`config.mk`:
```
export PLATFORM = sky130hd
export DESIGN_NAME = bmdma_window
export DESIGN_NICKNAME = d
export VERILOG_FILES = /design/src/rtl/bmdma_pkg.sv /design/src/rtl/bmdma_decode.sv /design/src/rtl/bmdma_chan.sv /design/src/rtl/bmdma_rdmux.sv /design/src/rtl/bmdma_window.sv
export SDC_FILE = /design/constraint.sdc
export NUM_CORES = 1
export LEC_CHECK = 0
export BUFFER_PORTS_ARGS = -buffer_cell sky130_fd_sc_hd__buf_2
export CAP_MARGIN = 5
export CORE_MARGIN = 3
export CORE_UTILIZATION = 40
export CTS_BUF_LIST = sky130_fd_sc_hd__clkbuf_4
export DETAILED_ROUTE_END_ITERATION = 10
export PLACE_DENSITY = 0.66
export SLEW_MARGIN = 20
export SYNTH_ARGS = -nofsm -noshare
export SYNTH_HDL_FRONTEND = slang
export SYNTH_SLANG_ARGS = --single-unit
```
`constraint.sdc`:
```
create_clock -name clk -period 1.4 [get_ports clk]
set_input_delay 0.14 -clock clk [delete_from_list [all_inputs] [get_ports clk]]
set_output_delay 0.14 -clock clk [all_outputs]
set_load 0.02 [all_outputs]
```
`src/rtl/bmdma_pkg.sv`:
```
`timescale 1ns/1ps
package bmdma_pkg;

  localparam logic [7:0] CMD_KEEP   = 8'h09;
  localparam logic [7:0] STAT_W1C   = 8'h06;
  localparam logic [7:0] STAT_PLAIN = 8'h60;
  localparam int         BIT_ACTIVE = 0;
  localparam int         BIT_ERROR  = 1;
  localparam int         BIT_IRQ    = 2;

  typedef enum logic [1:0] {
    RG_CMD  = 2'd0,
    RG_STAT = 2'd1,
    RG_PAD  = 2'd2,
    RG_TAB  = 2'd3
  } rgn_e;

  // All-ones value of the access width
  function automatic logic [31:0] size_ones(input logic [2:0] sz);
    case (sz)
      3'd1:    size_ones = 32'h0000_00FF;
      3'd2:    size_ones = 32'h0000_FFFF;
      default: size_ones = 32'hFFFF_FFFF;
    endcase
  endfunction

  // Byte lanes of a 4-byte port touched by an access starting at lane off
  function automatic logic [3:0] lane_enables(input logic [1:0] off,
                                              input logic [2:0] sz);
    logic [3:0] base;
    logic [6:0] shifted;
    case (sz)
      3'd1:    base = 4'b0001;
      3'd2:    base = 4'b0011;
      default: base = 4'b1111;
    endcase
    shifted = {3'b000, base} << off;
    lane_enables = shifted[3:0];
  endfunction

  // Merge write data (low bytes first) into the lanes covered by the access
  function automatic logic [31:0] lane_merge(input logic [31:0] old,
                                             input logic [31:0] wdata,
                                             input logic [1:0]  off,
                                             input logic [2:0]  sz);
    logic [3:0]  en;
    logic [31:0] moved;
    en    = lane_enables(off, sz);
    moved = wdata << {off, 3'b000};
    lane_merge = old;
    for (int k = 0; k < 4; k++) begin
      if (en[k]) lane_merge[8*k +: 8] = moved[8*k +: 8];
    end
  endfunction

  // Read of a 4-byte port at lane off with width sz
  function automatic logic [31:0] port_read(input logic [31:0] val,
                                            input logic [1:0]  off,
                                            input logic [2:0]  sz);
    logic [31:0] down;
    down = val >> {off, 3'b000};
    port_read = down & size_ones(sz);
  endfunction

endpackage

```
`src/rtl/bmdma_decode.sv`:
```
`timescale 1ns/1ps
module bmdma_decode
  import bmdma_pkg::*;
#(
  parameter int NUM_CH = 2,
  localparam int OFF_W = $clog2(8 * NUM_CH),
  localparam int CH_W  = OFF_W - 3
) (
  input  logic              acc_we,
  input  logic [OFF_W-1:0]  acc_off,
  input  logic [2:0]        acc_size,
  output logic [CH_W-1:0]   chan_sel,
  output logic              chan_ok,
  output rgn_e              region,
  output logic [1:0]        lane,
  output logic [NUM_CH-1:0] wr_cmd,
  output logic [NUM_CH-1:0] wr_stat,
  output logic [NUM_CH-1:0] wr_tab
);

  logic is_byte;

  assign chan_sel = acc_off[OFF_W-1:3];
  assign lane     = acc_off[1:0];
  assign is_byte  = (acc_size == 3'd1);
  assign chan_ok  = ({1'b0, chan_sel} < (CH_W+1)'(NUM_CH));

  always_comb begin
    if (acc_off[2])              region = RG_TAB;
    else if (acc_off[1:0] == 2'd0) region = RG_CMD;
    else if (acc_off[1:0] == 2'd2) region = RG_STAT;
    else                         region = RG_PAD;
  end

  for (genvar i = 0; i < NUM_CH; i++) begin : g_strobe
    logic hit;
    assign hit        = acc_we && (chan_sel == CH_W'(i));
    assign wr_cmd[i]  = hit && is_byte && (region == RG_CMD);
    assign wr_stat[i] = hit && is_byte && (region == RG_STAT);
    assign wr_tab[i]  = hit && (region == RG_TAB);
  end

endmodule

```
`src/rtl/bmdma_chan.sv`:
```
`timescale 1ns/1ps
module bmdma_chan
  import bmdma_pkg::*;
(
  input  logic        clk,
  input  logic        rst_n,
  input  logic        wr_cmd,
  input  logic        wr_stat,
  input  logic        wr_tab,
  input  logic [31:0] wdata,
  input  logic [1:0]  lane,
  input  logic [2:0]  size,
  input  logic        evt_done,
  input  logic        evt_err,
  output logic [7:0]  cmd,
  output logic [7:0]  status,
  output logic [31:0] table_addr,
  output logic        start_rise
);

  logic [7:0]  cmd_next;
  logic [7:0]  stat_next;
  logic [31:0] tab_next;
  logic        stop_evt;

  assign start_rise = wr_cmd && wdata[0] && !cmd[0];
  assign stop_evt   = evt_done || evt_err;

  always_comb begin
    cmd_next = cmd;
    if (wr_cmd) cmd_next = wdata[7:0] & CMD_KEEP;
  end

  // Clears first, then sets, so a set in the same cycle wins
  always_comb begin
    stat_next = status;
    if (wr_stat) begin
      stat_next = status & ~(wdata[7:0] & STAT_W1C);
      stat_next = (stat_next & ~STAT_PLAIN) | (wdata[7:0] & STAT_PLAIN);
    end
    if (stop_evt)   stat_next[BIT_ACTIVE] = 1'b0;
    if (evt_err)    stat_next[BIT_ERROR]  = 1'b1;
    if (stop_evt)   stat_next[BIT_IRQ]    = 1'b1;
    if (start_rise) stat_next[BIT_ACTIVE] = 1'b1;
  end

  always_comb begin
    tab_next = table_addr;
    if (wr_tab) begin
      tab_next      = lane_merge(table_addr, wdata, lane, size);
      tab_next[1:0] = 2'b00;
    end
  end

  always_ff @(posedge clk or negedge rst_n) begin
    if (!rst_n) begin
      cmd        <= '0;
      status     <= '0;
      table_addr <= '0;
    end else begin
      cmd        <= cmd_next;
      status     <= stat_next;
      table_addr <= tab_next;
    end
  end

endmodule

```
`src/rtl/bmdma_rdmux.sv`:
```
`timescale 1ns/1ps
module bmdma_rdmux
  import bmdma_pkg::*;
#(
  parameter int NUM_CH = 2,
  localparam int OFF_W = $clog2(8 * NUM_CH),
  localparam int CH_W  = OFF_W - 3
) (
  input  logic [CH_W-1:0]       chan_sel,
  input  logic                  chan_ok,
  input  rgn_e                  region,
  input  logic [1:0]            lane,
  input  logic [2:0]            size,
  input  logic [8*NUM_CH-1:0]   cmd_flat,
  input  logic [8*NUM_CH-1:0]   stat_flat,
  input  logic [32*NUM_CH-1:0]  tab_flat,
  output logic [31:0]           rdata
);

  logic [7:0]  sel_cmd;
  logic [7:0]  sel_stat;
  logic [31:0] sel_tab;
  logic        narrow;

  assign narrow = (size == 3'd1);

  always_comb begin
    sel_cmd  = '0;
    sel_stat = '0;
    sel_tab  = '0;
    for (int i = 0; i < NUM_CH; i++) begin
      if (chan_sel == CH_W'(i)) begin
        sel_cmd  = cmd_flat[8*i +: 8];
        sel_stat = stat_flat[8*i +: 8];
        sel_tab  = tab_flat[32*i +: 32];
      end
    end
  end

  always_comb begin
    rdata = size_ones(size);
    if (chan_ok) begin
      case (region)
        RG_CMD:  if (narrow) rdata = {24'h0, sel_cmd};
        RG_STAT: if (narrow) rdata = {24'h0, sel_stat};
        RG_TAB:  rdata = port_read(sel_tab, lane, size);
        default: rdata = size_ones(size);
      endcase
    end
  end

endmodule

```
`src/rtl/bmdma_window.sv`:
```
`timescale 1ns/1ps
module bmdma_window
  import bmdma_pkg::*;
#(
  parameter int NUM_CH = 2,
  localparam int OFF_W = $clog2(8 * NUM_CH),
  localparam int CH_W  = OFF_W - 3
) (
  input  logic                  clk,
  input  logic                  rst_n,
  input  logic                  acc_we,
  input  logic [OFF_W-1:0]      acc_off,
  input  logic [2:0]            acc_size,
  input  logic [31:0]           acc_wdata,
  output logic [31:0]           acc_rdata,
  input  logic [NUM_CH-1:0]     evt_done,
  input  logic [NUM_CH-1:0]     evt_err,
  output logic [8*NUM_CH-1:0]   ch_cmd,
  output logic [8*NUM_CH-1:0]   ch_status,
  output logic [32*NUM_CH-1:0]  ch_table
);

  logic [CH_W-1:0]   chan_sel;
  logic              chan_ok;
  rgn_e              region;
  logic [1:0]        lane;
  logic [NUM_CH-1:0] wr_cmd;
  logic [NUM_CH-1:0] wr_stat;
  logic [NUM_CH-1:0] wr_tab;
  logic [NUM_CH-1:0] start_rise;

  bmdma_decode #(.NUM_CH(NUM_CH)) u_dec (
    .acc_we   (acc_we),
    .acc_off  (acc_off),
    .acc_size (acc_size),
    .chan_sel (chan_sel),
    .chan_ok  (chan_ok),
    .region   (region),
    .lane     (lane),
    .wr_cmd   (wr_cmd),
    .wr_stat  (wr_stat),
    .wr_tab   (wr_tab)
  );

  for (genvar i = 0; i < NUM_CH; i++) begin : g_ch
    bmdma_chan u_chan (
      .clk        (clk),
      .rst_n      (rst_n),
      .wr_cmd     (wr_cmd[i]),
      .wr_stat    (wr_stat[i]),
      .wr_tab     (wr_tab[i]),
      .wdata      (acc_wdata),
      .lane       (lane),
      .size       (acc_size),
      .evt_done   (evt_done[i]),
      .evt_err    (evt_err[i]),
      .cmd        (ch_cmd[8*i +: 8]),
      .status     (ch_status[8*i +: 8]),
      .table_addr (ch_table[32*i +: 32]),
      .start_rise (start_rise[i])
    );
  end

  bmdma_rdmux #(.NUM_CH(NUM_CH)) u_rd (
    .chan_sel  (chan_sel),
    .chan_ok   (chan_ok),
    .region    (region),
    .lane      (lane),
    .size      (acc_size),
    .cmd_flat  (ch_cmd),
    .stat_flat (ch_status),
    .tab_flat  (ch_table),
    .rdata     (acc_rdata)
  );

endmodule

```
==> results by group <==
Status
  • Outcome: complete, but fails checks
  • Failing checks: negative setup slack

Power
  • Pleak: 3.72 nW
  • Peak VDD IR: 0.000687 V
  • Pwr dens: 1150 nW/um^2
  • Total Power: 9.04 mW

STA
  • Setup Viol. Count Final: 32
  • RSZ-0062 raised after global routing: true
  • Total negative setup slack: -13.08 ns
  • Final Cycle Share: 152%
  • Fmax: 471 MHz
  • Final hold slack: 0.0433 ns
  • Clock skew: 0.00556 ns
  • Min Clock Period, post-route: 2.12 ns
  • PnR worst setup slack: -0.724 ns
  • Hold Vio Cnt, Final: 0
  • Max-slew headroom: 52.5%
  • Max Slew Vio Count: 0
  • Worst slew pin tran: 0.711 ns

Clocking
  • Clock buffer depth: 2
  • CTS sink cnt: 74
  • H-tree depth: 3
  • TritonCTS buffer count: 9
  • Root Buffer: clkbuf_4
  • Clock Pin Slew Worst Setup and Hold Paths: 0.14 ns
  • CTS tree: built
  • Clk Latency, worst-skew pair: 0.43 ns

Critical path
  • CP Launch Type: flip-flop
  • Critical R2R Launch: g_ch[0].u_chan.table_addr[20]$_DFFE_PN0P_
  • Crit-path max cell delay: 0.47 ns
  • R2r endpoint: g_ch[0].u_chan.table_addr[20]$_DFFE_PN0P_
  • Worst path bufs/invs: 1
  • Reg2Reg Depth: 3
  • CP top delay family: multiplexers
  • Crit end category: primary output
  • Critical Setup Path Class: reg -> out
  • Worst endpoint data arrival time: 1.98 ns
  • Critical path depth: 5
  • CP Cell Sequence: mux4_2 > nor2_1 > a21oi_1 > a221o_1 > buf_6
  • Worst EP required: 1.26 ns
  • End of the critical path: acc_rdata[2]
  • Worst-path maximum fanout: 2
  • Reg-to-reg slack, setup: 0.36 ns
  • Critical path origin: g_ch[0].u_chan.table_addr[18]$_DFFE_PN0P_
  • Slowest library cell on the worst path: mux4_2

Synthesis
  • Synth warnings: 0
  • Synthesized instance count: 478
  • Synth top cells by count: dfrtp_1, mux2_2, o21ai_0
  • Ys async rst share: 100%
  • Top area cells in the synthesized netlist: dfrtp_1, mux2_2, mux2i_1, o21ai_0, mux4_2
  • Post-Syn Area: 4730 sq um
  • Synth top area share: 39.1%
  • Count leader, synth: dfrtp_1
  • Number of synthesized flops with an enable pin: 0
  • Synthesized area per cell: 9.90 sq um
  • Top FF cell, synth: dfrtp_1
  • #FFs+latches synth: 74
  • Largest area contributor in the netlist: dfrtp_1
  • Sequential area share after synthesis: 39.1%
  • Synth cell types: 55

Placed design
  • Dpl cells: 875
  • Gp weighted congestion: 0.940
  • Dpl ws: -0.438 ns
  • IO Port Bufs: 151
  • Area after DPL: 6810 sq um
  • Final HPWL DP: 13.4 mm

Global route
  • Overall routing resource usage: 26.5%
  • First-pass GRT wire length: 26.6 mm
  • Initial antenna violation count: 0
  • Total gr overflow: 0
  • Vias in the first global route: 4973
  • Largest net degree at the start of global routing: 75

Layout
  • Synth-to-layout area growth: 65.5%
  • Layout cells sized above 1: 61.7%
  • Number of antenna repair diodes: 0
  • Fillcell total: 871
  • End-of-flow core utilization: 68.3%
  • Area occupied by registers: 1860 sq um
  • Final std cells w/o fill: 921
  • Fin nets: 819
  • Multi-input logic area: 3140 sq um
  • Design area: 7830 sq um

Route
  • Antenna viol nets, final: 0
  • Drt drc: 0
  • DRT Wirelength: 18.0 mm
  • WL per Instance: 19.6 um
  • Detailed-route via count: 5055
  • Iter 0 DRT Violations: 329
  • Pre-Repair DR Iteration Count: 5
  • Vias/cell: 5.49

Floorplanning
  • Core area: 11500 sq um
  • Die area: 13200 sq um
  • Row cnt: 39
  • Initial Utilization: 41.3%
  • IO Pins: 174
  • Die height: 115 um
  • Die W: 115 um

Job
  • Total of max-cap violations: 0

Hold path
  • Worst Hold Launch: acc_wdata[3]
  • Min-Delay Path Class: in -> reg
-- worst min-delay path by stage --
stage | endpoint | slack, ns | cells past startpoint
2_1_floorplan | g_ch[0].u_chan.cmd[0]$_DFFE_PN0P_ | -0.16 | 0
3_3_place_gp | g_ch[1].u_chan.table_addr[4]$_DFFE_PN0P_ | 0.20 | 2
3_5_place_dp | g_ch[1].u_chan.table_addr[5]$_DFFE_PN0P_ | 0.21 | 2
4_1_cts | g_ch[0].u_chan.cmd[3]$_DFFE_PN0P_ | 0.02 | 2
5_1_grt | g_ch[0].u_chan.table_addr[7]$_DFFE_PN0P_ | 0.03 | 2
6_report | g_ch[0].u_chan.cmd[3]$_DFFE_PN0P_ | 0.04 | 2
-- timing repair --
item / CTS / global route
endpoints found under the setup margin: 32 / 40
hold buffers: 7 / 0
pin swaps: 21 / 16
resized for setup: 107 / 75
endpoints found under the hold margin: 81 / 0
setup buffers: 17 / 22
-- routing by layer --
| layer | track usage [%] | routed length [um] | vias to the layer above |
|---|---|---|---|
| li1 | - | - | 2288 |
| met1 | 34.6 | 7190 | 2488 |
| met2 | 44.4 | 8960 | 237 |
| met3 | 3.74 | 1300 | 42 |
| met4 | 11.0 | 602 | 0 |
| met5 | 0 | 0 | - |
-- cell usage in the layout, fill, tap and decap left out, types with 7 or more instances in the layout --
cell and n:
buf_4 123, mux2_4 11, o21ai_0 37, dfrtp_2 7, mux2_2 47, mux2i_1 26, a21oi_2 9, a21oi_1 20
nor2_1 34, dlygate4sd3_1 7, buf_6 63, buf_12 11, o21ai_2 12, clkbuf_4 11, dfrtp_1 67, mux2i_4 7
nor2_2 7, mux4_2 11, buf_2 111, nand2_1 45, conb_1 22
-- cells by family (layout without fill, tap and decap cells) --
family | after synthesis | in the layout | share of synthesized area, %
other cells | 1 | 22 | 0.0792
simple gates | 122 | 122 | 12.2
xor+xnor | 1 | 1 | 0.185
mux | 105 | 105 | 26.7
flops | 74 | 74 | 39.1
compound gates | 114 | 114 | 14.4
buf+inv | 61 | 340 | 7.32
-- registers in the layout (all words and copies together) (netlist names) --
signal,count
g_ch.u_chan.status,10
g_ch.u_chan.cmd,4
g_ch.u_chan.table_addr,60
-- cell type report --
cell class	instances	share of cell area [%]
clock inverters	5	0.591
clock buffers	11	1.05
inverters	8	0.399
flip-flops and latches	74	23.8
multi-input cells	364	40.1
repair buffers	316	31.8
well taps	143	2.28
-- where the power goes --
part	switching (mW)	internal (mW)
registers	0.364	2.56
logic	2.42	2.38
clock network	0.759	0.566
total	3.54	5.50
Note: power is estimated with default switching activity, not from simulation.
